## config.mk

```make
export PLATFORM = sky130hd
export DESIGN_NAME = nand_page_lay
export DESIGN_NICKNAME = d
export VERILOG_FILES = /design/src/rtl/nand_lay_pkg.sv /design/src/rtl/nand_lay_cfg.sv /design/src/rtl/nand_lay_seq.sv /design/src/rtl/nand_page_lay.sv
export SDC_FILE = /design/constraint.sdc
export NUM_CORES = 1
export LEC_CHECK = 0
export CORE_UTILIZATION = 45
export CTS_BUF_LIST = sky130_fd_sc_hd__clkbuf_8
export CTS_CLUSTER_DIAMETER = 40
export CTS_CLUSTER_SIZE = 12
export DETAILED_ROUTE_END_ITERATION = 8
export PLACE_DENSITY = 0.74
export SLEW_MARGIN = 5
export SYNTH_ARGS = -nofsm -noshare
export SYNTH_HDL_FRONTEND = slang
export SYNTH_SLANG_ARGS = --single-unit
```

## constraint.sdc

```tcl
create_clock -name clk_i -period 17.15 [get_ports clk_i]
set_input_delay 3.43 -clock clk_i [delete_from_list [all_inputs] [get_ports clk_i]]
set_output_delay 3.43 -clock clk_i [all_outputs]
set_load 0.1 [all_outputs]
```

## src/rtl/nand_lay_pkg.sv

```systemverilog
package nand_lay_pkg;
  typedef enum logic [2:0] {
    ST_IDLE, ST_META, ST_DATA, ST_ECC, ST_HEAD, ST_BBM, ST_TAIL, ST_LECC
  } lay_state_e;

  localparam int META_BYTES     = 4;
  localparam int MARK_BYTES     = 6;
  localparam int META_SPARE_OFF = 6;
  localparam int ECC_SPARE_OFF  = 10;
  localparam int FIELD_BITS     = 15;
endpackage

```

## src/rtl/nand_lay_cfg.sv

```systemverilog
module nand_lay_cfg #(
  parameter int PW  = 16,
  parameter int STW = 6,
  localparam int EW = STW + 1
) (
  input  logic          clk_i,
  input  logic          rst_ni,
  input  logic          start_i,
  input  logic          gather_i,
  input  logic [PW-1:0] page_i,
  input  logic [PW-1:0] pkt_i,
  input  logic [STW-1:0] strength_i,
  output logic          gather_o,
  output logic [PW-1:0] page_o,
  output logic [PW-1:0] pkt_o,
  output logic [EW-1:0] ecc_o
);
  import nand_lay_pkg::*;

  localparam int PRW = STW + 5;

  logic [PRW-1:0] prod;
  always_comb begin
    prod = PRW'(strength_i) * PRW'(FIELD_BITS) + PRW'(7);
  end

  always_ff @(posedge clk_i or negedge rst_ni) begin
    if (!rst_ni) begin
      gather_o <= 1'b0;
      page_o   <= '0;
      pkt_o    <= '0;
      ecc_o    <= '0;
    end else if (start_i) begin
      gather_o <= gather_i;
      page_o   <= page_i;
      pkt_o    <= pkt_i;
      ecc_o    <= prod[EW+2:3];
    end
  end

  p_cfg_hold_r10: assert property (@(posedge clk_i) disable iff (!rst_ni)
    !start_i |=> $stable(page_o) && $stable(pkt_o) && $stable(ecc_o) && $stable(gather_o));
endmodule

```

## src/rtl/nand_lay_seq.sv

```systemverilog
module nand_lay_seq #(
  parameter int PW = 16,
  parameter int EW = 7
) (
  input  logic          clk_i,
  input  logic          rst_ni,
  input  logic          start_i,
  input  logic          adv_i,
  input  logic [PW-1:0] page_i,
  input  logic [PW-1:0] pkt_i,
  input  logic [EW-1:0] ecc_i,
  output logic          busy_o,
  output logic          spare_o,
  output logic [PW-1:0] off_o,
  output logic          done_o
);
  import nand_lay_pkg::*;

  lay_state_e    state_q;
  logic [PW-1:0] cnt_q, len_q, doff_q, eptr_q, tail_q;
  logic [PW:0]   pos_q;
  logic          done_q;

  logic          last;
  logic [PW+1:0] rem;
  logic          rem_neg, rem_big, rem_pos;
  logic [PW-1:0] ecc_len;

  assign ecc_len = PW'(ecc_i);
  assign last    = (cnt_q == len_q - 1'b1);

  always_comb begin
    // first decision uses the whole page, later ones the distance to it
    if (state_q == ST_META) rem = {2'b00, page_i};
    else                    rem = {2'b00, page_i} - {1'b0, pos_q + 1'b1};
    rem_neg = rem[PW+1];
    rem_big = !rem_neg && (rem > {2'b00, pkt_i});
    rem_pos = !rem_neg && (rem != '0);
  end

  always_ff @(posedge clk_i or negedge rst_ni) begin
    if (!rst_ni) begin
      state_q <= ST_IDLE;
      cnt_q   <= '0;
      len_q   <= '0;
      pos_q   <= '0;
      doff_q  <= '0;
      eptr_q  <= '0;
      tail_q  <= '0;
      done_q  <= 1'b0;
    end else begin
      done_q <= 1'b0;
      if (start_i) begin
        state_q <= ST_META;
        cnt_q   <= '0;
        len_q   <= PW'(META_BYTES);
        pos_q   <= '0;
        doff_q  <= '0;
        eptr_q  <= PW'(ECC_SPARE_OFF);
        tail_q  <= '0;
      end else if (adv_i && state_q != ST_IDLE) begin
        pos_q <= pos_q + 1'b1;
        cnt_q <= cnt_q + 1'b1;
        if (state_q inside {ST_DATA, ST_HEAD, ST_TAIL}) doff_q <= doff_q + 1'b1;
        if (state_q inside {ST_ECC, ST_LECC})           eptr_q <= eptr_q + 1'b1;
        if (last) begin
          cnt_q <= '0;
          unique case (state_q)
            ST_META, ST_ECC: begin
              if (rem_big) begin
                state_q <= ST_DATA;
                len_q   <= pkt_i;
              end else if (rem_pos) begin
                state_q <= ST_HEAD;
                len_q   <= rem[PW-1:0];
                tail_q  <= pkt_i - rem[PW-1:0];
              end else begin
                state_q <= ST_BBM;
                len_q   <= PW'(MARK_BYTES);
                tail_q  <= pkt_i;
              end
            end
            ST_DATA: begin
              state_q <= ST_ECC;
              len_q   <= ecc_len;
            end
            ST_HEAD: begin
              state_q <= ST_BBM;
              len_q   <= PW'(MARK_BYTES);
            end
            ST_BBM: begin
              if (tail_q != '0) begin
                state_q <= ST_TAIL;
                len_q   <= tail_q;
              end else begin
                state_q <= ST_LECC;
                len_q   <= ecc_len;
              end
            end
            ST_TAIL: begin
              state_q <= ST_LECC;
              len_q   <= ecc_len;
            end
            ST_LECC: begin
              state_q <= ST_IDLE;
              done_q  <= 1'b1;
            end
            default: state_q <= ST_IDLE;
          endcase
        end
      end
    end
  end

  always_comb begin
    spare_o = 1'b1;
    off_o   = '0;
    unique case (state_q)
      ST_META:                   off_o = PW'(META_SPARE_OFF) + cnt_q;
      ST_DATA, ST_HEAD, ST_TAIL: begin spare_o = 1'b0; off_o = doff_q; end
      ST_ECC, ST_LECC:           off_o = eptr_q;
      ST_BBM:                    off_o = cnt_q;
      default:                   spare_o = 1'b0;
    endcase
  end

  assign busy_o = (state_q != ST_IDLE);
  assign done_o = done_q;

  p_meta_window_r2: assert property (@(posedge clk_i) disable iff (!rst_ni)
    state_q == ST_META |-> spare_o && off_o >= PW'(META_SPARE_OFF) && off_o < PW'(ECC_SPARE_OFF));
  p_ecc_region_r4: assert property (@(posedge clk_i) disable iff (!rst_ni)
    state_q inside {ST_ECC, ST_LECC} |-> spare_o && off_o >= PW'(ECC_SPARE_OFF));
  p_marker_window_r5: assert property (@(posedge clk_i) disable iff (!rst_ni)
    state_q == ST_BBM |-> spare_o && off_o < PW'(MARK_BYTES));
  p_data_step_r3: assert property (@(posedge clk_i) disable iff (!rst_ni)
    adv_i && !start_i && !spare_o && busy_o |=> doff_q == $past(doff_q) + 1'b1);
  p_done_idle_r6: assert property (@(posedge clk_i) disable iff (!rst_ni)
    done_q |-> !busy_o);
  p_restart_r11: assert property (@(posedge clk_i) disable iff (!rst_ni)
    start_i |=> pos_q == '0 && state_q == ST_META);
endmodule

```

## src/rtl/nand_page_lay.sv

```systemverilog
module nand_page_lay #(
  parameter int PW  = 16,
  parameter int STW = 6
) (
  input  logic           clk_i,
  input  logic           rst_ni,
  input  logic           start_i,
  input  logic           gather_i,
  input  logic [PW-1:0]  page_bytes_i,
  input  logic [PW-1:0]  pkt_bytes_i,
  input  logic [STW-1:0] strength_i,
  input  logic           in_valid_i,
  output logic           in_ready_o,
  input  logic [7:0]     in_byte_i,
  output logic           out_valid_o,
  input  logic           out_ready_i,
  output logic [7:0]     out_byte_o,
  output logic           out_spare_o,
  output logic [PW-1:0]  out_off_o,
  output logic           done_o
);
  localparam int EW = STW + 1;

  logic          gather_q, busy, adv;
  logic [PW-1:0] page_q, pkt_q;
  logic [EW-1:0] ecc_q;

  nand_lay_cfg #(.PW(PW), .STW(STW)) u_cfg (
    .clk_i      (clk_i),
    .rst_ni     (rst_ni),
    .start_i    (start_i),
    .gather_i   (gather_i),
    .page_i     (page_bytes_i),
    .pkt_i      (pkt_bytes_i),
    .strength_i (strength_i),
    .gather_o   (gather_q),
    .page_o     (page_q),
    .pkt_o      (pkt_q),
    .ecc_o      (ecc_q)
  );

  nand_lay_seq #(.PW(PW), .EW(EW)) u_seq (
    .clk_i   (clk_i),
    .rst_ni  (rst_ni),
    .start_i (start_i),
    .adv_i   (adv),
    .page_i  (page_q),
    .pkt_i   (pkt_q),
    .ecc_i   (ecc_q),
    .busy_o  (busy),
    .spare_o (out_spare_o),
    .off_o   (out_off_o),
    .done_o  (done_o)
  );

  assign out_valid_o = busy && (gather_q || in_valid_i);
  assign in_ready_o  = busy && !gather_q && out_ready_i;
  assign out_byte_o  = gather_q ? 8'h00 : in_byte_i;
  assign adv         = out_valid_o && out_ready_i;

  p_idle_quiet_r1: assert property (@(posedge clk_i) disable iff (!rst_ni)
    !busy |-> !out_valid_o && !in_ready_o);
  p_stall_hold_r7: assert property (@(posedge clk_i) disable iff (!rst_ni)
    out_valid_o && !out_ready_i && !start_i |=> $stable(out_spare_o) && $stable(out_off_o));
  p_ready_follows_r8: assert property (@(posedge clk_i) disable iff (!rst_ni)
    in_ready_o |-> out_ready_i && !gather_q);
  p_gather_no_input_r9: assert property (@(posedge clk_i) disable iff (!rst_ni)
    gather_q |-> !in_ready_o && out_byte_o == 8'h00);
endmodule

```

==> metrics.cfg <==
[outcome]
status = finished clean

[finish]
final_cell_mix = dfrtp_1, nand2_1, nor2_1
fin_cells = 1656
nNetsFinal = 1460
antennaDiodeCount = 0
drive_above_1_share_pct = 6.88
mostFrequentLayoutCell = dfrtp_1
syn_to_final_growth_pct = 11.8
fillers = 2210

[clock_tree]
clkTransAtPathRegs_ns = 0.09
cts_tree = built
postCtsSetupBuffers = 0
numCtsBuffers = 17
ctsResizeCount = 0
cts-root-buf = clkbuf_8
h-tree-depth = 4
clockBufferDepth = 2
clock_latency_ns = 0.48
cts_hold_buf = 0
cts.sinks = 141

[sta]
hold_violations = 0
finalMaxSlewViolations = 0
period_needed_ns = 8.74
slew_headroom_pct = 25.4
tightestPinTransition_ns = 1.12
skew_ns = 0.0174
setup_violations = 0
period_share_pct = 51.0
final.setup.tns_ns = 0
rsz0062_at_grt = no
fmax_mhz = 114

[routing]
drc = 0
firstDrtPassIters = 5
drt_iter0_drc = 601
postRouteAntennaNets = 0
routed-via-count = 9603
avgViaCountPerCell = 5.80
wl_per_cell_microns = 16.9
wl_mm = 28.0

[placed_design]
port_buffers = 79
dp_cells = 1624
place_hpwl_mm = 20.7
place_congestion = 0.900

[global_route]
antenna_found_initial = 0
grt_pass1_vias = 9166
grt_pass1_wl_mm = 46.4
grt-ovfl-total = 0
grt_max_degree = 85
track_usage_pct = 23.6

[floorplanning]
fp.dieW_microns = 159
initial_core_util_pct = 46.5
num_rows = 56
dieArea_sq_um = 25200
core-area_sq_um = 23800
io_pins = 80
die_height_microns = 159

[setup_path]
r2r_setup_slack_ns = 10.63
worstPathRequired_ns = 13.72
worstSetupEndpointType = output pin
start_kind = input pin
cp.arrival_ns = 5.31
cp_max_fo = 3
timing_worst_setup_path_type = in -> out

[synthesis]
synth_area_sq_um = 11000
synth-seq-cells = 141
avgSynthCellArea_sq_um = 8.52
synthFlopType = dfrtp_1
ys_types = 76
yosysSeqAreaShare_pct = 32.0
async_flop_share_pct = 100
yosys_warnings = 0
synth_edf_count = 0
netlist_instances = 1296
synth_nets = 1432

[power_and_ir_drop]
p_leak_nw = 5.29
power.density_nw_per_um2 = 74.6
vdd_drop_max_mv = 0.0470

[flow_run]
drv_cap = 0

[hold_path]
hp-class = reg -> reg

worst max-delay path: stages:
cell and delay [ns]:
clkdlybuf4s50_1 0.46, nor2_1 0.04, a21oi_1 0.20, clkdlybuf4s50_1 1.17
registers in the layout (all words and copies together), names as in the netlist, 7 cells and up:
name / count
u_seq.tail_q: 16
u_seq.doff_q: 16
u_cfg.ecc_o: 7
u_cfg.pkt_o: 16
u_seq.eptr_q: 16
u_seq.pos_q: 17
u_cfg.page_o: 16
u_seq.len_q: 16
u_seq.cnt_q: 16
layout make-up:
cell class	count	area [sq um]	area share (%)
Clock inverter	13	128	1.03
Tap cell	319	399	3.23
Inverter	64	240	1.95
Sequential cell	141	3530	28.6
Multi-Input combinational cell	1014	6950	56.3
Clock buffer	19	262	2.12
Timing Repair Buffer	86	842	6.82
routing by layer:
layer | share of wire, % | track usage (%)
met1 | 44 | 30.8
met2 | 48 | 40.1
met3 | 6.2 | 4.30
met4 | 1.6 | 6.27
met5 | 0 | 0
per-stage QoR:
step | area, sq um | total power, mW | hold WS (ns) | setup WS (ns) | util [%]
after detailed placement | 12000 | 0.653 | 0.502 | 8.42 | 50.3
final | 12300 | 0.922 | 0.528 | 8.41 | 52.0
after CTS | 12300 | 0.926 | 0.527 | 8.41 | 52.0
after floorplan | 11000 | 0.574 | 0.478 | 8.75 | -
after global placement | 12000 | 0.647 | 0.503 | 8.42 | 50.3
after global routing | 12300 | 0.973 | 0.545 | 8.31 | 52.0
where the power goes:
| part | leakage (nW) | internal (mW) | switching [mW] |
|---|---|---|---|
| clock network | 0.196 | 0.125 | 0.146 |
| registers | 1.86 | 0.348 | 0.0194 |
| logic | 3.23 | 0.117 | 0.166 |
Yosys cell counts (all sizes together) (20+ instances only):
cell    count  share of area [%]
nor2b      21                1.3
a211oi     20                1.4
mux2i      24                2.2
nor3       26                1.2
nand2     135                4.6
a21oi      67                3.0
inv        64                2.2
xnor2      63                5.0
dfrtp     141                 32
xor2       57                4.5
nor2      110                3.7
and3       23                1.3
mux2       24                2.4
a21o       20                1.4
clkbuf     66                2.2
nand3      32                1.5
ha         75                8.5
o21ai      92                4.2
cell families (layout without fill, tap and decap cells):
kind of cell | after synthesis | count (layout) | synth area share, %
AO/OA/AOI/OAI | 322 | 322 | 19.1
XOR/XNOR | 120 | 120 | 9.52
flip-flops | 141 | 141 | 32.0
buffers and inverters | 141 | 182 | 5.11
multiplexers | 49 | 49 | 4.83
adder cells (fa/ha/maj) | 84 | 84 | 10.1
AND/OR/NAND/NOR | 439 | 439 | 19.3
worst paths after layout:
path | start | endpoint | cells after the start
max reg2reg | u_seq.pos_q[0]$_DFFE_PN0P_ | u_seq.tail_q[1]$_DFFE_PN0P_ | 23
max in group asynchronous | rst_ni | u_cfg.pkt_o[9]$_DFFE_PN0P_ | 2
min | u_seq.tail_q[6]$_DFFE_PN0P_ | u_seq.tail_q[6]$_DFFE_PN0P_ | 1
min reg2reg | u_seq.tail_q[6]$_DFFE_PN0P_ | u_seq.tail_q[6]$_DFFE_PN0P_ | 1
min in group asynchronous | rst_ni | u_cfg.gather_o$_DFFE_PN0P_ | 1
max | in_valid_i | out_valid_o | 4
(Power assumes the default switching activity.)
